## src/rtl/sar_seq_pkg.sv

```systemverilog
package sar_seq_pkg;
  // Per-clock strobes from the frame controller to the datapath
  typedef struct packed {
    logic busy;   // inside a frame
    logic load;   // last pre-search clock: arm MSB trial
    logic step;   // search clock: a decision is taken at its end
    logic last;   // LSB decision clock
    logic track;  // track/hold switch
    logic endf;   // final clock of the frame
  } seq_ctl_t;
endpackage

```

## src/rtl/sar_frame_ctl.sv

```systemverilog
module sar_frame_ctl
  import sar_seq_pkg::*;
#(
  parameter int PRE_CLKS = 3,
  parameter int RES_W    = 10
) (
  input  logic     clk,
  input  logic     rst_n,
  input  logic     start_n,
  output seq_ctl_t ctl
);
  localparam int FRAME = PRE_CLKS + RES_W + 1;
  localparam int PH_W  = $clog2(FRAME + 1);
  localparam logic [PH_W-1:0] PH_FRAME = PH_W'(FRAME);
  localparam logic [PH_W-1:0] PH_PRE   = PH_W'(PRE_CLKS);
  localparam logic [PH_W-1:0] PH_LAST  = PH_W'(PRE_CLKS + RES_W);

  logic [PH_W-1:0] phase;

  always_ff @(posedge clk or negedge rst_n) begin
    if (!rst_n) begin
      phase <= '0;
    end else if (phase == '0) begin
      if (!start_n) phase <= PH_W'(1);
    end else if (phase == PH_FRAME) begin
      phase <= start_n ? '0 : PH_W'(1);
    end else begin
      phase <= phase + PH_W'(1);
    end
  end

  always_comb begin
    ctl.busy  = (phase != '0);
    ctl.load  = (phase == PH_PRE);
    ctl.step  = (phase > PH_PRE) && (phase <= PH_LAST);
    ctl.last  = (phase == PH_LAST);
    ctl.endf  = (phase == PH_FRAME);
    ctl.track = (phase <= PH_PRE) || (phase == PH_FRAME);
  end
endmodule

```

## src/rtl/sar_search_reg.sv

```systemverilog
module sar_search_reg #(
  parameter int RES_W = 10
) (
  input  logic             clk,
  input  logic             rst_n,
  input  logic             load,
  input  logic             step,
  input  logic             last,
  input  logic             cmp_ge,
  output logic [RES_W-1:0] trial,
  output logic [RES_W-1:0] result
);
  localparam logic [RES_W-1:0] MSB_ONE = {1'b1, {(RES_W-1){1'b0}}};

  logic [RES_W-1:0] trial_q, probe_q, kept;

  // bit under test survives only if the comparator says input >= trial
  assign kept = cmp_ge ? trial_q : (trial_q & ~probe_q);

  always_ff @(posedge clk or negedge rst_n) begin
    if (!rst_n) begin
      trial_q <= '0;
      probe_q <= '0;
      result  <= '0;
    end else begin
      if (load) begin
        trial_q <= MSB_ONE;
        probe_q <= MSB_ONE;
      end else if (step) begin
        trial_q <= kept | (probe_q >> 1);
        probe_q <= probe_q >> 1;
      end
      if (last) result <= kept;
    end
  end

  assign trial = trial_q;
endmodule

```

## src/rtl/sar_serial_out.sv

```systemverilog
module sar_serial_out (
  input  logic clk,
  input  logic rst_n,
  input  logic busy,
  input  logic step,
  input  logic cmp_ge,
  output logic sdo,
  output logic sdo_oe
);
  logic sdo_q;

  // each decision is shifted out in the clock after it is taken
  always_ff @(posedge clk or negedge rst_n) begin
    if (!rst_n) sdo_q <= 1'b0;
    else        sdo_q <= step & cmp_ge;
  end

  assign sdo    = sdo_q;
  assign sdo_oe = busy;
endmodule

```

## src/rtl/sar_serial_seq.sv

```systemverilog
module sar_serial_seq
  import sar_seq_pkg::*;
#(
  parameter int PRE_CLKS = 3,
  parameter int RES_W    = 10
) (
  input  logic             clk,
  input  logic             rst_n,
  input  logic             start_n,
  input  logic             cmp_ge,
  output logic [RES_W-1:0] trial_code,
  output logic             track,
  output logic             sdo,
  output logic             sdo_oe,
  output logic             res_valid,
  output logic [RES_W-1:0] result
);
  seq_ctl_t ctl;

  sar_frame_ctl #(.PRE_CLKS(PRE_CLKS), .RES_W(RES_W)) u_ctl (
    .clk(clk), .rst_n(rst_n), .start_n(start_n), .ctl(ctl)
  );

  sar_search_reg #(.RES_W(RES_W)) u_search (
    .clk(clk), .rst_n(rst_n), .load(ctl.load), .step(ctl.step),
    .last(ctl.last), .cmp_ge(cmp_ge), .trial(trial_code), .result(result)
  );

  sar_serial_out u_sout (
    .clk(clk), .rst_n(rst_n), .busy(ctl.busy), .step(ctl.step),
    .cmp_ge(cmp_ge), .sdo(sdo), .sdo_oe(sdo_oe)
  );

  assign track     = ctl.track;
  assign res_valid = ctl.endf;
endmodule

```

## config.mk

```make
export PLATFORM = sky130hd
export DESIGN_NAME = sar_serial_seq
export DESIGN_NICKNAME = d
export VERILOG_FILES = /design/src/rtl/sar_seq_pkg.sv /design/src/rtl/sar_frame_ctl.sv /design/src/rtl/sar_search_reg.sv /design/src/rtl/sar_serial_out.sv /design/src/rtl/sar_serial_seq.sv
export SDC_FILE = /design/constraint.sdc
export NUM_CORES = 1
export LEC_CHECK = 0
export BUFFER_PORTS_ARGS = -buffer_cell sky130_fd_sc_hd__buf_2
export CAP_MARGIN = 25
export CORE_AREA = 5 5 88 90
export CTS_BUF_LIST = sky130_fd_sc_hd__clkbuf_16
export DETAILED_ROUTE_END_ITERATION = 8
export DIE_AREA = 0 0 93 95
export PLACE_DENSITY = 0.46
export SYNTH_ARGS = -nofsm -noshare
export SYNTH_HDL_FRONTEND = slang
export SYNTH_HIERARCHICAL = 1
export SYNTH_SLANG_ARGS = --single-unit
```

## constraint.sdc

```tcl
create_clock -name clk -period 1.95 [get_ports clk]
set_clock_uncertainty 0.05 [all_clocks]
set_input_delay 0.2925 -clock clk [delete_from_list [all_inputs] [get_ports clk]]
set_output_delay 0.2925 -clock clk [all_outputs]
set_load 0.02 [all_outputs]
```

==> results of run 1 <==
## cells in the final DEF, fill, tap and decap left out, types with 2 or more instances in the layout
master	Yosys	final
dfrtp_1	35	35
buf_2	3	27
nand2b_1	21	21
nand2_1	12	12
nor2b_1	12	12
a21oi_1	12	12
buf_4	2	9
a31o_1	9	9
a21oi_2	8	8
a311oi_2	8	8
clkbuf_16	0	5
nor2_1	5	4
and3_1	2	2
and2_1	2	2
a21o_1	2	2
## worst min-delay path by stage
stage	startpoint	endpoint	slack, ns	cells after the start
finish	rst_n	u_sout/sdo$_DFF_PN0_	0.001	2
floorplan	rst_n	u_ctl/phase[0]$_DFFE_PN0P_	-0.05	0
global placement	rst_n	u_search/result[7]$_DFFE_PN0P_	0.32	2
global route	rst_n	u_search/trial[8]$_DFFE_PN0P_	0.04	2
CTS	rst_n	u_search/trial[8]$_DFFE_PN0P_	0.03	2
detailed placement	rst_n	u_search/probe_q[7]$_DFFE_PN0P_	0.32	2
## sequential cells by signal (all words and copies together), names as in the netlist
signal and flops:
u_search/probe_q 10, u_search/result 10, u_search/trial 10, u_ctl/phase 4, u_sout/sdo 1
## logic make-up after synthesis
kind of cell           after synthesis
muxes                                1
buffers and inverters               11
and+or+nand+nor                     56
AOI/OAI and AO/OA                   45
DFF                                 35
## synth_stat cells, types with 2 or more instances
cell type	number
a21o_1	2
a21oi_1	12
a21oi_2	8
a311oi_2	8
a31o_1	9
and2_1	2
and3_1	2
buf_2	3
buf_4	2
buf_6	2
clkbuf_1	2
dfrtp_1	35
nand2_1	12
nand2b_1	21
nor2_1	5
nor2b_1	12
## metrics by stage
step	total power, mW	hold WS, ns	instances
after floorplan	2.59	-0.0531	148
after global placement	3.01	0.322	256
after detailed placement	3.03	0.322	256
after CTS	3.79	0.0262	263
after global routing	4.01	0.0423	263
final	3.72	0.00124	263
## metal layers
metal / vias to the layer above / global-route usage / part of all wire
li1: 583 / - / -
met1: 573 / 0.126 / 0.49
met2: 22 / 0.129 / 0.45
met3: 4 / 0.0351 / 0.049
met4: 0 / 0.0440 / 0.014
met5: - / 0 / 0
## worst max-delay path: stages, from the launching register on
cell	delay (ns)
dfrtp_1	0.43
and3_1	0.22
nor2_2	0.26
buf_4	0.26
nand2_1	0.10
a311oi_2	0.27
## where the power goes
| group | switching (mW) | internal, mW | leakage (nW) |
|---|---|---|---|
| registers | 0.303 | 1.04 | 0.449 |
| logic | 0.912 | 0.722 | 0.385 |
| clock network | 0.279 | 0.458 | 0.0671 |
## area by class of cell
cell class	instances	share of cell area
Clock buffer	5	0.0613
Clock inverter	2	0.00429
Inverter	1	0.00184
Multi-Input combinational cell	102	0.354
Sequential cell	35	0.429
Tap cell	82	0.0503
Timing Repair Buffer	36	0.0993
==> metrics.cfg, run 1 <==
[clock_tree]
cts_buffers=5
clk_pin_slew_worst_paths_ns=0.05
cts_tree=done
post_cts.repair.setup_buffers=0
cts_hold_buf=0
clock_latency_ns=0.28
cts_resized=0
htreeDepth=2
clk_path_buf_depth=2
cts-root-buf=clkbuf_16
clock_sinks=35

[yosys]
synthXorXnorAreaFrac=0
syn_area_per_cell_um2=11.3
syn_inst=148
synth-seq-cells=35
synthTopCellsByArea=dfrtp_1 52%, nand2b_1 7.8%, a311oi_2 7.2%
synthDistinctLibCells=27
synth.top_cell.area_share=0.522
synth_top_family_by_area=compound AO/OA/AOI/OAI gates
ys_async_sr_fraction=1.00
muxShareOfSynthArea=0.00671
synth_ff_type=dfrtp_1
syn_nets=152
synth.largest_area_cell=dfrtp_1
synth_edf_count=0
synth_area_um2=1680
ys_warn_count=6
synth_seq_area_share=0.522
synth-adder-area-share=0
synth-compound-area-share=0.236
yosys.area_share.simple=0.186

[setup_path]
setup.worst_path.end_class=register
r2r_end=u_search/trial[4]$_DFFE_PN0P_
r2r-start=u_ctl/phase[3]$_DFFE_PN0P_
r2r_slack_ns=0.26
path_class=reg -> reg
worstPathRequired_ns=2.08
crit_fanout=14
arrival_ns=1.83
crit_path_end=u_search/trial[4]$_DFFE_PN0P_
crit_path_start=u_ctl/phase[3]$_DFFE_PN0P_
critPathLaunchType=register
reg2reg_depth=5

[cells_and_area]
area.growth.synth_to_final_pct=21.5
final_util=0.292
nets=185
design_area_um2=2040
register_area_um2=876
multiInputGateArea_um2=722
diodes=0
drive_gt1_frac=0.348
fill_cells=727

[global_routing]
grt_max_degree=36
grt_pass1_vias=1184
antenna_found_initial=0
grt_pass1_wl_um=6270
grt-ovfl-total=0
grt_usage=0.0929

[route]
drc=0
drt_iter0_markers=72
routedWlPerCell_um=13.8
wl_um=3630
route.vias.total=1182
routed_via_density=4.49
first_pass_iters=4
final_antenna_net_count=0

[sta]
finalSetupViolCount=0
final.setup.worst_slack_ns=0.256
period_share=0.869
hold_violations=0
grt_setup_unrepaired=false
slew_headroom=0.693
fin_tns_setup_ns=0
tightest_slew_ns=0.460
fin_crit_ns=1.69
drv_slew=0
fmax_mhz=590

[floorplanning]
row_count=31
dieArea_um2=8840
pin_count=28
coreArea_um2=6980
start_util=0.241
fp.dieH_um=95
fp.dieW_um=93

[pwr]
ir_worst_vdd_v=0.000441
leakage_nw=0.901
power.density_nw_per_um2=1820

[placed_design]
dp_slack_ns=0.255
placed_area_um2=1910
io_buffer_count=27
dp_hpwl_um=2420
place_congestion=0.718

[min_path]
hold_class=in -> async

[status]
status=finished, final reports clean

[job]
drv_cap=0

(Power assumes the default switching activity.)
==> inputs of run 2 (changes only) <==
Settings changed: HOLD_SLACK_MARGIN set to 0.15, REMOVE_ABC_BUFFERS set to 1.
==> metrics.cfg, run 2 (synthesis results as in run 1) <==
[global_routing]
grt_usage=0.0939
use_met3=0.0295
grtUsageMet1=0.116
grt-ovfl-total=0
grt_pass1_wl_um=6450
antenna_found_initial=0
grt_use_met2=0.155
grt_max_degree=31
busiest_layer=met2
grt_pass1_vias=1264

[floorplanning]
fp.dieH_um=95
start_util=0.241
coreArea_um2=6980
fp.dieW_um=93
pin_count=28
row_count=31
dieArea_um2=8840

[placed_design]
io_buffer_count=27
dpl.cell_count=252
place_congestion=0.726
dp_slack_ns=0.277
placed_area_um2=1890
dp_hpwl_um=2380

[cells_and_area]
final_cell_mix=35 x dfrtp_1, 27 x buf_2, 21 x nand2b_1
fill_cells=756
nets=182
diodes=0
final_util=0.292
stdcell_count=261
design_area_um2=2040
area.growth.synth_to_final_pct=21.3
final_common_cell=dfrtp_1
drive_gt1_frac=0.330

[clock_tree]
cts_buffers=5
cts_resized=0
clk_pin_slew_worst_paths_ns=0.05
cts_hold_buf=1
clk_path_buf_depth=2
clock_sinks=35
clock_latency_ns=0.28
htreeDepth=2
cts-root-buf=clkbuf_16
post_cts.repair.setup_buffers=0
cts_tree=done

[sta]
period_share=0.885
hold_violations=0
tightest_slew_ns=0.590
grt_setup_unrepaired=false
timing.hold.ws_ns=0.158
drv_slew=0
final.setup.worst_slack_ns=0.224
fin_crit_ns=1.73
fmax_mhz=579
finalSetupViolCount=0
slew_headroom=0.605

[setup_path]
path_class=reg -> out
arrival_ns=1.38
critPathLaunchType=register
crit_fanout=7
worstPathRequired_ns=1.61
setup.worst_path.end_class=primary output

[job]
drv_cap=0

[pwr]
leakage_nw=0.899
power.density_nw_per_um2=1810
ir_worst_vdd_v=0.000518

[route]
routed_via_density=4.54
final_antenna_net_count=0
drt_iter0_markers=32
drc=0
wl_um=3630
first_pass_iters=4
routedWlPerCell_um=13.9
route.vias.total=1185

[status]
status=finished, final reports clean

[min_path]
hold_class=in -> reg

==> run 2: changes by cell type in the layout (fill, tap and decap cells not counted) <==
| cell | delta |
|---|---|
| dlygate4sd3_1 | +1 |
| buf_12 | +1 |
| clkinv_1 | -1 |
| buf_4 | -5 |
| inv_1 | +2 |
==> run 2: stage by stage <==
| step | setup TNS, ns | power, mW |
|---|---|---|
| floorplan | -9.46 | 2.45 |
| global placement | 0 | 2.96 |
| detailed placement | 0 | 2.97 |
| CTS | 0 | 3.75 |
| global route | 0 | 3.97 |
| finish | 0 | 3.68 |
==> run 2: path summary, 6_finish.rpt <==
check                                                    from                             end  slack (ns)  depth (start not counted)
worst max register to register     u_ctl/phase[3]$_DFFE_PN0P_   u_search/trial[3]$_DFFE_PN0P_        0.30                          4
worst max-delay path               u_ctl/phase[2]$_DFFE_PN0P_                           track        0.22                          3
min in group asynchronous                               rst_n   u_search/trial[9]$_DFFE_PN0P_        0.45                          2
worst min register to register  u_search/trial[9]$_DFFE_PN0P_   u_search/trial[9]$_DFFE_PN0P_        0.47                          1
worst min-delay path                                  start_n      u_ctl/phase[0]$_DFFE_PN0P_        0.16                          2
max in group asynchronous                               rst_n  u_search/result[5]$_DFFE_PN0P_        0.94                          3
==> run 2: power breakdown <==
part / switching (mW) / internal [mW] / leakage, nW / total, mW
Clock: 0.287 / 0.461 / 0.0762 / 0.748
Sequential: 0.303 / 1.04 / 0.449 / 1.35
Combinational: 0.905 / 0.676 / 0.374 / 1.58
Total: 1.50 / 2.18 / 0.899 / 3.68
==> run 2: area by class of cell <==
cell class | instances | area, um2 | share of cell area
clock buffer | 5 | 125 | 0.0614
inverter | 1 | 3.75 | 0.00184
multi-input combinational | 102 | 722 | 0.354
clock inverter | 3 | 12.5 | 0.00614
sequential | 35 | 876 | 0.430
timing repair buffer | 33 | 195 | 0.0958
tap | 82 | 103 | 0.0504
==> run 2: layer usage <==
| metal | vias to the layer above | wire (um) |
|---|---|---|
| met5 | - | 0 |
| met4 | 0 | 40 |
| met3 | 7 | 151 |
| met2 | 19 | 1730 |
| met1 | 580 | 1710 |
| li1 | 579 | - |
==> run 2: worst max-delay path, stage by stage, from the launching register on <==
cell,delay [ns]
dfrtp_1,0.42
nor2_1,0.34
o21bai_1,0.17
buf_2,0.18
==> inputs of run 3 (changes only) <==
--- a/config.mk
+++ b/config.mk
@@ -9,6 +9,6 @@
 export CAP_MARGIN = 25
-export CORE_AREA = 5 5 88 90
+export CORE_AREA = 2 2 85 87
 export CTS_BUF_LIST = sky130_fd_sc_hd__clkbuf_16
 export DETAILED_ROUTE_END_ITERATION = 8
-export DIE_AREA = 0 0 93 95
+export DIE_AREA = 0 0 87 89
 export HOLD_SLACK_MARGIN = 0.15
==> constraint.sdc (replaced) <==
create_clock -name clk -period 1.95 [get_ports clk]
set_clock_uncertainty 0.05 [all_clocks]
set_input_delay 0.195 -clock clk [delete_from_list [all_inputs] [get_ports clk]]
set_output_delay 0.195 -clock clk [all_outputs]
set_load 0.02 [all_outputs]
==> metrics.cfg, run 3 (synthesis results as in run 1) <==
[floorplanning]
coreArea_um2=6720
start_util=0.250
fp.dieH_um=89
fp.dieW_um=87
pin_count=28
dieArea_um2=7740
row_count=30

[clock_tree]
cts_tree=done
htreeDepth=2
cts_resized=0
cts_buffers=5
clock_sinks=35
cts-root-buf=clkbuf_16
clk_path_buf_depth=2
clock_latency_ns=0.28
clk_pin_slew_worst_paths_ns=0.06

[global_routing]
grt_pass1_vias=1169
grt-ovfl-total=0
grt_pass1_wl_um=5930
grt_max_degree=36
grt_usage=0.100
antenna_found_initial=0

[route]
routed_via_density=4.55
final_antenna_net_count=0
drc=0
dr_wl_met3_um=137
wl_um=3560
first_pass_iters=4
wl_met2_um=1560
wl_met1_um=1850
drt_iter0_markers=83
routed.top_layer=met4
route.vias.total=1187
routedWlPerCell_um=13.6

[min_path]
hold_depth=2
hold_class=in -> reg
hold_start=cmp_ge
whs_endpoint=u_sout/sdo$_DFF_PN0_

[cells_and_area]
area.growth.synth_to_final_pct=22.4
nets=184
final_util=0.306
diodes=0
final_cell_mix=35 x dfrtp_1, 27 x buf_2, 21 x nand2b_1
drive_gt1_frac=0.337
final_common_cell=dfrtp_1

[placed_design]
dp_hpwl_um=2250
io_buffer_count=27
place_congestion=0.662

[sta]
fin_crit_ns=1.58
drv_slew=0
period_share=0.811
finalSetupViolCount=0
grt_setup_unrepaired=false
hold_violations=0
tightest_slew_ns=0.465
fin_tns_setup_ns=0
fmax_mhz=633
slew_headroom=0.690

[setup_path]
reg2reg_depth=5
r2r_end=u_search/trial[7]$_DFFE_PN0P_
crit_fanout=7
setup.worst_path.end_class=primary output
r2r-start=u_ctl/phase[1]$_DFFE_PN0P_
path_class=reg -> out
worstPathRequired_ns=1.70
arrival_ns=1.34
critPathLaunchType=register
r2r_slack_ns=0.38

[pwr]
leakage_nw=0.904
power.density_nw_per_um2=1820
ir_worst_vdd_v=0.000563

[job]
drv_cap=0

[status]
status=finished, final reports clean

==> run 3: critical path, cell delays in order (launching register included) <==
cell      delay (ns)
dfrtp_1         0.44
nor2_1          0.18
buf_4           0.16
o21bai_1        0.10
buf_2           0.18
==> run 3: layout make-up <==
| cell class | count | area [um2] |
|---|---|---|
| clock inverter | 3 | 16.3 |
| timing repair buffer | 35 | 213 |
| sequential | 35 | 876 |
| tap | 80 | 100 |
| clock buffer | 5 | 125 |
| multi-input combinational | 102 | 722 |
| fill | 702 | 4660 |
| inverter | 1 | 3.75 |
==> run 3: power by group <==
part / switching (mW) / leakage, nW / internal (mW) / total (mW)
Sequential: 0.325 / 0.449 / 1.04 / 1.37
Clock: 0.298 / 0.0710 / 0.466 / 0.764
Combinational: 0.898 / 0.384 / 0.721 / 1.62
==> run 3: metal layers <==
| layer | up-vias | GRT usage |
|---|---|---|
| met1 | 574 | 0.141 |
| met3 | 2 | 0.0305 |
| met5 | - | 0 |
| li1 | 584 | - |
| met2 | 27 | 0.146 |
| met4 | 0 | 0.0384 |
==> run 3: worst max path at each step <==
stage	depth (start not counted)	slack, ns	end	from
after floorplan	4	-0.71	u_search/trial[3]$_DFFE_PN0P_	u_ctl/phase[1]$_DFFE_PN0P_
after global placement	5	0.41	u_search/trial[8]$_DFFE_PN0P_	u_ctl/phase[1]$_DFFE_PN0P_
after detailed placement	5	0.35	u_search/trial[3]$_DFFE_PN0P_	u_ctl/phase[1]$_DFFE_PN0P_
after CTS	4	0.35	track	u_ctl/phase[3]$_DFFE_PN0P_
after global routing	5	0.23	u_search/trial[7]$_DFFE_PN0P_	u_ctl/phase[1]$_DFFE_PN0P_
final	4	0.37	track	u_ctl/phase[3]$_DFFE_PN0P_
==> run 3: metrics by stage <==
stage	hold WS, ns	setup WS [ns]	area [um2]	total power [mW]	cells
5_1_grt	0.270	0.227	2060	4.02	261
4_1_cts	0.254	0.349	2060	3.81	261
3_3_place_gp	0.226	0.414	1890	3.00	251
6_report	0.243	0.369	2060	3.75	261
3_5_place_dp	0.222	0.349	1890	3.01	251
2_1_floorplan	-0.151	-0.711	1600	2.45	138
==> run 3: timing repair <==
action | in CTS | in global routing
hold buffers | 2 | 0
setup buffers | 0 | 0
hold endpoints to repair | 36 | 0
